===== config.mk =====
export PLATFORM = sky130hd
export DESIGN_NAME = tcm_sym_enc
export DESIGN_NICKNAME = d
export VERILOG_FILES = /design/src/rtl/tcm_pkg.sv /design/src/rtl/tcm_shift_reg.sv /design/src/rtl/tcm_parity.sv /design/src/rtl/tcm_sym_enc.sv
export SDC_FILE = /design/constraint.sdc
export NUM_CORES = 1
export LEC_CHECK = 0
export BUFFER_PORTS_ARGS = -buffer_cell sky130_fd_sc_hd__clkbuf_2
export CORE_AREA = 5 5 42 44
export CTS_BUF_LIST = sky130_fd_sc_hd__clkbuf_8
export CTS_CLUSTER_DIAMETER = 50
export DETAILED_ROUTE_END_ITERATION = 6
export DIE_AREA = 0 0 47 49
export GPL_ROUTABILITY_DRIVEN = 0
export SYNTH_ARGS = -nofsm -noshare
export SYNTH_HDL_FRONTEND = slang
export SYNTH_SLANG_ARGS = --single-unit

===== constraint.sdc =====
create_clock -name clk -period 1.15 [get_ports clk]
set_clock_uncertainty 0.2 [all_clocks]
set_input_delay 0.23 -clock clk [delete_from_list [all_inputs] [get_ports clk]]
set_output_delay 0.23 -clock clk [all_outputs]
set_load 0.02 [all_outputs]

===== src/rtl/tcm_pkg.sv =====
package tcm_pkg;
    localparam int K_LEN   = 5;
    localparam int UNC_W   = 4;
    localparam int COD_W   = 3;
    localparam int IN_W    = UNC_W + 1;
    localparam int SYM_W   = UNC_W + COD_W;
    // tap masks, bit i selects stage Xi
    localparam logic [COD_W*K_LEN-1:0] TAPS = {5'b01101, 5'b01110, 5'b00011};

    typedef enum logic {ST_IDLE = 1'b0, ST_EMIT = 1'b1} emit_state_t;
endpackage


===== src/rtl/tcm_shift_reg.sv =====
module tcm_shift_reg
    import tcm_pkg::*;
#(
    parameter int DEPTH = K_LEN
) (
    input  logic             clk,
    input  logic             rst,
    input  logic             shift_en,
    input  logic             bit_in,
    output logic [DEPTH-1:0] stages,
    output logic [DEPTH-1:0] stages_next
);
    assign stages_next = {stages[DEPTH-2:0], bit_in};

    always_ff @(posedge clk) begin
        if (rst)
            stages <= '0;
        else if (shift_en)
            stages <= stages_next;
    end

    // older stages move up by one on a shift
    a_r2_shift: assert property (@(posedge clk) disable iff (rst)
        shift_en |=> stages[DEPTH-1:1] == $past(stages[DEPTH-2:0]));
    // newest stage takes the coded input bit
    a_r2_newest: assert property (@(posedge clk) disable iff (rst)
        shift_en |=> stages[0] == $past(bit_in));
    // no shift, no change
    a_r8_hold: assert property (@(posedge clk) disable iff (rst)
        !shift_en |=> $stable(stages));
endmodule


===== src/rtl/tcm_parity.sv =====
module tcm_parity
    import tcm_pkg::*;
#(
    parameter int DEPTH = K_LEN,
    parameter int NOUT  = COD_W,
    parameter logic [NOUT*DEPTH-1:0] MASKS = TAPS
) (
    input  logic [DEPTH-1:0] stages,
    output logic [NOUT-1:0]  parity
);
    for (genvar g = 0; g < NOUT; g++) begin : g_tap
        assign parity[g] = ^(stages & MASKS[g*DEPTH +: DEPTH]);
    end
endmodule


===== src/rtl/tcm_sym_enc.sv =====
module tcm_sym_enc
    import tcm_pkg::*;
(
    input  logic             clk,
    input  logic             rst,
    input  logic             in_valid,
    input  logic [IN_W-1:0]  in_word,
    output logic             out_valid,
    output logic [SYM_W-1:0] out_sym
);
    emit_state_t state, state_nx;
    logic [K_LEN-1:0] sr, sr_nx;
    logic [COD_W-1:0] par_nx;

    tcm_shift_reg #(.DEPTH(K_LEN)) u_sr (
        .clk(clk), .rst(rst), .shift_en(in_valid), .bit_in(in_word[0]),
        .stages(sr), .stages_next(sr_nx)
    );

    tcm_parity #(.DEPTH(K_LEN), .NOUT(COD_W), .MASKS(TAPS)) u_par (
        .stages(sr_nx), .parity(par_nx)
    );

    always_comb begin
        unique case (state)
            ST_IDLE: state_nx = in_valid ? ST_EMIT : ST_IDLE; // T_ACCEPT / T_WAIT
            ST_EMIT: state_nx = in_valid ? ST_EMIT : ST_IDLE; // T_STREAM / T_DRAIN
            default: state_nx = ST_IDLE;
        endcase
    end

    always_ff @(posedge clk) begin
        if (rst) state <= ST_IDLE;
        else     state <= state_nx;
    end

    always_ff @(posedge clk) begin
        if (rst)
            out_sym <= '0;
        else if (in_valid)
            out_sym <= {in_word[IN_W-1:1], par_nx};
    end

    assign out_valid = (state == ST_EMIT);

    // accepted word yields a strobe next cycle
    a_r7_latency: assert property (@(posedge clk) disable iff (rst)
        in_valid |=> out_valid);
    // no word, no strobe, symbol held
    a_r8_quiet: assert property (@(posedge clk) disable iff (rst)
        !in_valid |=> !out_valid && $stable(out_sym));
    // uncoded bits pass unchanged
    a_r6_uncoded: assert property (@(posedge clk) disable iff (rst)
        in_valid |=> out_sym[SYM_W-1:COD_W] == $past(in_word[IN_W-1:1]));
    // first parity bit from the two newest stages
    a_r3_par0: assert property (@(posedge clk) disable iff (rst)
        in_valid |=> out_sym[0] == (sr[0] ^ sr[1]));
endmodule


==> metrics list <==
- Setup repair after global routing could not meet its margin everywhere.
* Area Overhead vs Synth: 51.00%
- Endpoint kind of the worst setup timing path: register
* Routed wirelength normalized by instance count: 11.70 um
- For this design the top-level I/O count stands at 16.
* Clock latency on the worst-skew pair: ~0.23 ns
* Post-CTS setup buffer count: 0
- For this design the ratio of total power to cell area is 1426 mW/mm^2.
- Number of buffers on the longest clock path: 2
- Hold_sp: in_word[3]
- In the post-route analysis, the smallest setup slack over all paths is -0.06917 ns.
- The number of clock buffers added by TritonCTS is 3.
- R2R Setup Slk: -0.07 ns
* Count of state elements after synthesis: 11
* Arrival time at the worst endpoint: between 1 and 1.5 ns
- Post-synthesis area per instance: 11.80 um^2
* Quantity of hold-fixing buffers added after cts: 0
* Final-report setup violation count: 3
* Leading cell types in the layout, fill and taps excluded: 10 x sky130_fd_sc_hd__nor2_1, 9 x sky130_fd_sc_hd__mux2i_1, 9 x sky130_fd_sc_hd__dfxtp_2
- When the netlist entered floorplanning its net count stood at 45.
- Number of hold violations in the final report: 0
- Kind of path behind the tightest hold check: input pin to register
- Across the VDD grid, the largest voltage drop is approximately 0.00062 V.
* CTS sink cnt: 11
- CTS built an H-tree with a depth of 1.
- Maximum number of pins on one net before global-route repair: 13
* Hold depth: 3
- Number of synthesis warnings: 0
- Port buffering added 15 buffers.
- In the final layout, the share of cells above drive strength 1 is 52.63%.
- Run status: complete, but fails checks
* Die area: around 0.0023 mm^2
- The finished layout holds 73 standard cells, fillers aside.
- Number of DRC violations after detailed-routing iteration 0: 1
- Total negative slack for setup checks: -0.1432 ns
- For this run, the total global-route usage over all layers was measured as under 10%.
* CP Cell Sequence: xor3_1 -> mux2i_1 -> nor2_1
* Total standard cell area after synthesis: about 440 um^2
- Startpoint types: register
- After floorplanning, the core was sized to cover 0.001401 mm^2.
- Worst Path Required: 1.07 ns
- Slowest stage cell on the critical path: sky130_fd_sc_hd__xor3_1
- TritonCTS built the clock tree.
- For the pin with the worst max-slew slack, the measured transition is 0.3336 ns.
* Final Slew Violations: 0
- After the last flow step, the layout net total stands at between 60 and 70.
* Number of global-route vias before repair: roughly 350
* Total via count in the routed design: between 300 and 400
- Overall power consumption after layout is estimated at between 0.9 and 1 mW.
* Clock-pin slew reported for the worst setup and hold paths after clock tree synthesis: roughly 0.050 ns
* Reg-to-Reg Start: u_sr.stages[2]
* Cell area after placement: 539.3 um^2
- Proportion of synthesized chip area in sequential cells: 50.43%
- For this run, the slowest stage of the critical path takes between 0.3 and 0.4 ns.
- The finished cells cover ~660 um^2.
- DRC Markers: 0
* Depth of the worst register-to-register path: 3
- The initial antenna violation count came to 0.
* Die height: 49 um
- Max-cap violations in this run came to 0.
- Total wire length: 854 um
- The netlist uses 9 different library cells.
- Global-route wire length before repair: 1.483 mm
- Achievable Freq: ~0.8 GHz
- Routed Antenna Nets: 0
* Post-route core utilization: between 40% and 50%
* Detailed-route vias per instance: 4.384
- Width of the die: ~47 um
- Clk Tree Root Cell: sky130_fd_sc_hd__clkbuf_8
- In the synthesized netlist, the number of instances is 37.
- Global routing finished with a remaining overflow of 0.
- After layout, the worst path uses 106.0% of the clock period.
- Most common library cell in the layout ignoring fill and taps: sky130_fd_sc_hd__nor2_1
* Lkg Pwr: 0.3173 nW
- Measured against its own limit, the worst slew margin works out to 77.76%.
- The number of placed instances, taps included, is roughly 70.
* Sum of net half-perimeters after detailed placement: a little over 600 um
* Min Clock Period, post-route: around 1.2 ns
* Maximum fanout count along the critical path: 2
* Hold worst-path end: out_sym[5]
- In this run the core area contains 14 standard-cell rows.
- Category of the critical setup timing path: register to register
* Critical register-to-register path endpoint: out_sym[1]
- Antenna fix cells: 0
- Once the floorplan was initialized, standard cells occupied 31.16% of the core.
- Violated checks: negative setup slack
* Detailed Routing Iterations Pass 1: 2
==> synthesized netlist by cell type (all sizes together) <==
cell type  count  area share [%]
dfxtp         11              50
nor2          10             8.6
mux2i          9              21
xor3           2              11
a211oi         1             1.7
buf            1             3.4
clkbuf         1            0.86
nor2b          1             1.4
xnor2          1             2.0
==> stage by stage <==
step           worst slack [ns]  hold slack [ns]
3_3_place_gp           -0.04734           0.2634
6_report               -0.06917          0.02956
5_1_grt                 -0.1388          0.03789
3_5_place_dp            -0.1063           0.2766
2_1_floorplan          -0.04222           0.1016
4_1_cts                -0.08773          0.02680
==> critical path: cells and delay by family (launching register included) <==
family	cells	cell delay (ns)
flip-flops	1	0.32
AND/OR/NAND/NOR	1	0.06
XOR/XNOR	1	0.39
multiplexers	1	0.14
==> final cells by class <==
class / count / area (um^2)
multi-input combinational: 24 / 197.7
timing repair buffer: 18 / 165.2
fill: 142 / 742.0
tap: 16 / 20.02
sequential: 11 / 231.5
clock inverter: 1 / 3.754
clock buffer: 3 / 41.29
==> report_power, final <==
part	switching (mW)	internal, mW
clock	0.136	0.234
combinational	0.0614	0.0841
sequential	0.0174	0.408
total	0.215	0.725
==> routing by layer <==
layer / vias up / share of wire (%) / track usage [%]
met1: 145 / 45 / 12.00
met3: 0 / 7.4 / 4.797
met2: 12 / 47 / 11.54
li1: 163 / - / -
met5: - / 0 / 0
met4: 0 / 0 / 5.530
==> state kept, by name (all words and copies together), names as in the netlist <==
signal       flops
u_sr.stages      3
out_sym          7
out_valid        1
==> worst max path at each step <==
stage,end,from,cells after the start
floorplan,out_sym[1],u_sr.stages[2],3
global placement,out_sym[2],in_word[0],4
detailed placement,out_sym[2],in_word[0],4
CTS,out_sym[1],u_sr.stages[2],3
global route,out_sym[1],u_sr.stages[2],3
finish,out_sym[1],u_sr.stages[2],3
==> cells by family (layout without fill, tap and decap cells) <==
family,count (synthesis),count (layout),share of synthesized area (%)
XOR/XNOR,3,3,12.90
buffers and inverters,2,22,4.296
multiplexers,9,9,20.63
AND/OR/NAND/NOR,11,11,10.03
flip-flops,11,11,50.43
AO/OA/AOI/OAI,1,1,1.720
==> repair_timing <==
action / CTS / global route
pin swaps: 0 / 0
setup endpoints to repair: 9 / 9
endpoints found under the hold margin: 0 / 0
gates resized for setup: 20 / 6
Power figures use the tool's default switching activity.
